File: config.mk
export PLATFORM = sky130hd
export DESIGN_NAME = frac_mac
export DESIGN_NICKNAME = d
export VERILOG_FILES = /design/src/rtl/frac_mac_pkg.sv /design/src/rtl/frac_mac_mult.sv /design/src/rtl/frac_mac_scaler.sv /design/src/rtl/frac_mac_readout.sv /design/src/rtl/frac_mac.sv
export SDC_FILE = /design/constraint.sdc
export NUM_CORES = 2
export LEC_CHECK = 0
export CORE_ASPECT_RATIO = 2
export CORE_MARGIN = 2
export CORE_UTILIZATION = 55
export DETAILED_ROUTE_END_ITERATION = 7
export PLACE_DENSITY = 0.82
export SLEW_MARGIN = 30
export SYNTH_ARGS = -nofsm -noshare
export SYNTH_HDL_FRONTEND = slang
export SYNTH_SLANG_ARGS = --single-unit
File: constraint.sdc
create_clock -name clk -period 11.44 [get_ports clk]
set_clock_uncertainty 0.15 [all_clocks]
set_input_delay 1.144 -clock clk [delete_from_list [all_inputs] [get_ports clk]]
set_output_delay 1.144 -clock clk [all_outputs]
set_load 0.02 [all_outputs]
File: src/rtl/frac_mac_pkg.sv
package frac_mac_pkg;
   typedef enum logic [1:0] {
      OP_NONE = 2'd0,
      OP_MACC = 2'd1,
      OP_MSUB = 2'd2,
      OP_LOAD = 2'd3
   } mac_op_e;

   typedef enum logic [1:0] {
      SC_PASS  = 2'd0,
      SC_LEFT  = 2'd1,
      SC_RIGHT = 2'd2,
      SC_ZERO  = 2'd3
   } scale_e;
endpackage

File: src/rtl/frac_mac_mult.sv
module frac_mac_mult #(
   parameter int DW = 24,
   parameter int EW = 8
) (
   input  logic signed [DW-1:0]     mul_a,
   input  logic signed [DW-1:0]     mul_b,
   output logic [EW+2*DW-1:0]       prod_al
);
   localparam int PW = 2*DW;
   localparam int AW = EW + PW;

   logic signed [PW-1:0] raw;
   logic [AW-1:0]        wide;

   assign raw     = mul_a * mul_b;
   // widen first, then drop the redundant sign bit, so +1.0 survives
   assign wide    = {{EW{raw[PW-1]}}, raw};
   assign prod_al = {wide[AW-2:0], 1'b0};
endmodule

File: src/rtl/frac_mac_scaler.sv
module frac_mac_scaler
   import frac_mac_pkg::*;
#(
   parameter int AW = 56
) (
   input  logic [AW-1:0] old_val,
   input  logic [1:0]    mode,
   output logic [AW-1:0] scaled
);
   always_comb begin
      unique case (scale_e'(mode))
         SC_LEFT:  scaled = {old_val[AW-2:0], 1'b0};
         SC_RIGHT: scaled = {old_val[AW-1], old_val[AW-1:1]};
         SC_ZERO:  scaled = '0;
         default:  scaled = old_val;
      endcase
   end
endmodule

File: src/rtl/frac_mac_readout.sv
module frac_mac_readout #(
   parameter int DW         = 24,
   parameter int EW         = 8,
   parameter bit CONVERGENT = 1'b1
) (
   input  logic [EW+2*DW-1:0] acc_in,
   input  logic               do_round,
   output logic [DW-1:0]      word_out,
   output logic               limited
);
   localparam int AW = EW + 2*DW;
   localparam logic [AW-1:0] HALF = AW'(1) << (DW-1);
   localparam logic [DW-1:0] POS_FS = {1'b0, {(DW-1){1'b1}}};
   localparam logic [DW-1:0] NEG_FS = {1'b1, {(DW-1){1'b0}}};

   logic [AW-1:0] bumped;
   logic [AW-1:0] rounded;
   logic [AW-1:0] picked;
   logic [EW:0]   guard;

   assign bumped = acc_in + HALF;

   generate
      if (CONVERGENT) begin : g_even
         logic tie;
         assign tie     = (acc_in[DW-1:0] == HALF[DW-1:0]);
         assign rounded = tie ? {bumped[AW-1:DW+1], 1'b0, bumped[DW-1:0]} : bumped;
      end else begin : g_up
         assign rounded = bumped;
      end
   endgenerate

   assign picked   = do_round ? rounded : acc_in;
   assign guard    = picked[AW-1:2*DW-1];
   assign limited  = !((&guard) || !(|guard));
   assign word_out = limited ? (picked[AW-1] ? NEG_FS : POS_FS) : picked[2*DW-1:DW];
endmodule

File: src/rtl/frac_mac.sv
module frac_mac
   import frac_mac_pkg::*;
#(
   parameter int DW         = 24,
   parameter int EW         = 8,
   parameter int NACC       = 2,
   parameter bit CONVERGENT = 1'b1,
   localparam int AW        = EW + 2*DW,
   localparam int SW        = (NACC > 1) ? $clog2(NACC) : 1
) (
   input  logic            clk,
   input  logic            rst_n,
   input  logic [1:0]      op_code,
   input  logic [SW-1:0]   op_acc,
   input  logic [1:0]      scale_mode,
   input  logic [DW-1:0]   opnd_x,
   input  logic [DW-1:0]   opnd_y,
   input  logic [SW-1:0]   rd_sel,
   input  logic            rd_round,
   input  logic            rd_en,
   input  logic            lim_clr,
   output logic [DW-1:0]   rd_word,
   output logic [AW-1:0]   rd_full,
   output logic [NACC-1:0] ext_flags,
   output logic            lim_sticky
);
   generate
      if (DW < 2)   begin : g_bad_dw   $error("frac_mac: DW must be at least 2");   end
      if (EW < 1)   begin : g_bad_ew   $error("frac_mac: EW must be at least 1");   end
      if (NACC < 1) begin : g_bad_nacc $error("frac_mac: NACC must be at least 1"); end
   endgenerate

   logic [NACC-1:0][AW-1:0] accs;
   logic [AW-1:0]           cur_val;
   logic [AW-1:0]           scaled;
   logic [AW-1:0]           prod;
   logic [AW-1:0]           next_val;
   logic                    rd_limited;

   assign cur_val = accs[op_acc];

   frac_mac_mult #(.DW(DW), .EW(EW)) i_mult (
      .mul_a   (opnd_x),
      .mul_b   (opnd_y),
      .prod_al (prod)
   );

   frac_mac_scaler #(.AW(AW)) i_scaler (
      .old_val (cur_val),
      .mode    (scale_mode),
      .scaled  (scaled)
   );

   always_comb begin
      unique case (mac_op_e'(op_code))
         OP_MACC: next_val = scaled + prod;
         OP_MSUB: next_val = scaled - prod;
         OP_LOAD: next_val = {{EW{opnd_x[DW-1]}}, opnd_x, opnd_y};
         default: next_val = cur_val;
      endcase
   end

   generate
      for (genvar g = 0; g < NACC; g++) begin : g_acc
         always_ff @(posedge clk) begin
            if (!rst_n)
               accs[g] <= '0;
            else if (op_code != OP_NONE && op_acc == SW'(g))
               accs[g] <= next_val;
         end
         assign ext_flags[g] = !((&accs[g][AW-1:2*DW-1]) || !(|accs[g][AW-1:2*DW-1]));
      end
   endgenerate

   assign rd_full = accs[rd_sel];

   frac_mac_readout #(.DW(DW), .EW(EW), .CONVERGENT(CONVERGENT)) i_readout (
      .acc_in   (rd_full),
      .do_round (rd_round),
      .word_out (rd_word),
      .limited  (rd_limited)
   );

   always_ff @(posedge clk) begin
      if (!rst_n)
         lim_sticky <= 1'b0;
      else if (rd_en && rd_limited)
         lim_sticky <= 1'b1;
      else if (lim_clr)
         lim_sticky <= 1'b0;
   end
endmodule

==> results.ini <==
[routing]
drc = 0
vias = 30100
wl_per_cell_microns = 19.6
postRouteAntennaNets = 0
viasPerCell = 5.93
drt-initial-drc-count = 1887
first_pass_iters = 6
drt_wl_total_microns = 99600

[synth]
ys_types = 109
yosys-top-cells-area = fa_1, ha_1, inv_1
synthCells = 4014
synth_edf_count = 0
yosysMostFrequentCell = inv_1
ys.flop_type = dfxtp_1
synth_common_cells = inv_1, fa_1, nand2_1, and2_1, nor2_1
ys_seq_area_share_pct = 6.61
async_flop_share_pct = 0
synth_nets = 4874
yosysTopAreaCellShare_pct = 35.6
yosys_warnings = 0
syn_area_sq_um = 34200
ys_ff_latch = 113
synth_top_cell_by_area = fa_1
postSynthAreaPerCell_sq_um = 8.52

[die]
initial_utilization_pct = 55.5
core_sq_um = 61700
die_h_microns = 357
ios = 142
row_count = 129
dieWidth_microns = 180
die_area_sq_um = 64300

[timing]
rsz0062_at_grt = no
fin_crit_sh_pct = 95.8
min_period_ns = 10.96
clock.fmax_mhz = 91.2
hold_viol = 0
fin_setup_tns_ns = 0
worstMarginPinSlew_ns = 0.887
finalMaxSlewViolations = 0
setup_violations = 0
slew_headroom_pct = 40.9

[cells_and_area]
seqCellArea_sq_um = 2260
fillers = 4895
fin_nets = 5139
syn2layout_area_growth_pct = 14.1
final_util_pct = 63.3
multiInputGateArea_sq_um = 28700
layout-drive-gt1-share_pct = 12.4

[grt]
grt_pass1_vias = 32300
grt_overflow = 0
antenna_found_initial = 4
grt_pass1_wl_microns = 161000
grt_usage_pct = 31.3
grt_max_degree = 93

[clocking]
clockBufferDepth = 3
numClockSinks = 113
cts_inserted_buffers = 25
postCtsHoldBufs = 0
clk_latency_ns = 0.48
clk_pin_slew_ns = 0.05
htreeDepth = 4
cts_tree = yes
ctsRootBufferMaster = clkbuf_16

[setup_path]
start_kind = input port
worst_setup_path_end_kind = flip-flop
path_class = in -> reg
r2r_slack_ns = 6.23
crit_arrival_ns = 11.22
cpMaxStageDelayCell = clkdlybuf4s50_1
crit_fanout = 15
slowest_delay_ns = 0.62
crit_top_cell = fa_1
worst_ep_required_time_ns = 11.70

[placement]
dp_hpwl_microns = 84300
gp_congestion = 0.977
port_buffers = 141

[worst_hold_path]
hold_class = reg -> reg

[flow_run]
drv_cap = 0

[outcome]
outcome = complete, no violations

==> per-stage QoR <==
step / hold WS [ns] / instances / setup WS, ns / instance area [sq um]
2_1_floorplan: 0.334 / 4014 / 0.770 / 34200
3_3_place_gp: 0.347 / 5038 / 0.169 / 38400
3_5_place_dp: 0.356 / 5038 / 0.0142 / 38400
4_1_cts: 0.363 / 5070 / 0.512 / 39000
5_1_grt: 0.389 / 5071 / 0.0208 / 39100
6_report: 0.364 / 5073 / 0.478 / 39100
==> cells in the final DEF (no fill, tap or decap), drive strengths merged, types with 35 or more instances in the layout <==
| cell | count |
|---|---|
| clkdlybuf4s50 | 134 |
| xnor2 | 116 |
| nand2 | 397 |
| and2 | 283 |
| ha | 193 |
| nor3 | 47 |
| dfxtp | 113 |
| nor2b | 66 |
| a211oi | 35 |
| inv | 642 |
| nand3 | 42 |
| o221a | 64 |
| mux2 | 41 |
| a21oi | 168 |
| a21o | 43 |
| xor2 | 39 |
| nor2 | 208 |
| o21ai | 206 |
| fa | 608 |
| mux2i | 79 |
| buf | 329 |
| o31a | 56 |
==> critical path, delay by kind of cell <==
kind                     cells  cell delay, ns
AND/OR/NAND/NOR             11            2.69
adder cells (fa/ha/maj)      9            4.07
XOR/XNOR                     1            0.06
buffers and inverters        8            1.45
AO/OA/AOI/OAI                8            1.78
==> final cells by class <==
type / instances / area share [%]
repair buffers: 465 / 10.3
multi-input cells: 3031 / 73.4
diodes: 3 / 0.0192
well taps: 786 / 2.52
inverters: 643 / 6.18
clock buffers: 32 / 1.77
flip-flops and latches: 113 / 5.79
==> worst paths after layout <==
| path | from | to | cells after the start |
|---|---|---|---|
| worst max-delay path | opnd_x[7] | accs[111]$_SDFFE_PN0P_ | 37 |
| worst min-delay path | accs[2]$_SDFFE_PN0P_ | accs[2]$_SDFFE_PN0P_ | 2 |
| worst max register to register | accs[57]$_SDFFE_PN0P_ | accs[111]$_SDFFE_PN0P_ | 19 |
| worst min register to register | accs[2]$_SDFFE_PN0P_ | accs[2]$_SDFFE_PN0P_ | 2 |
==> kinds of logic after synthesis <==
family | share of synthesized area [%]
flops | 6.61
simple gates | 17.8
fa+ha+maj | 42.6
xor+xnor | 4.01
compound gates | 15.6
buf+inv | 9.66
mux | 3.66
==> flip-flops by register name, indices dropped and copies added, names as in the netlist <==
register	flops
accs	112
lim_sticky	1
==> per-layer routing <==
metal	wire (microns)	global-route usage, %
met5	29	0
met3	5400	3.29
met2	52000	57.8
met4	8830	24.6
met1	33300	32.1
==> repair_timing <==
| item | in CTS | in global routing |
|---|---|---|
| resized for setup | 0 | 2 |
| endpoints found under the hold margin | 0 | 0 |
| buffers inserted | 0 | 0 |
| endpoints found under the setup margin | 0 | 6 |
Power is left out: the tool's default activity adds up to more than one toggle a clock period on the data nets, which glitch-free logic cannot reach.
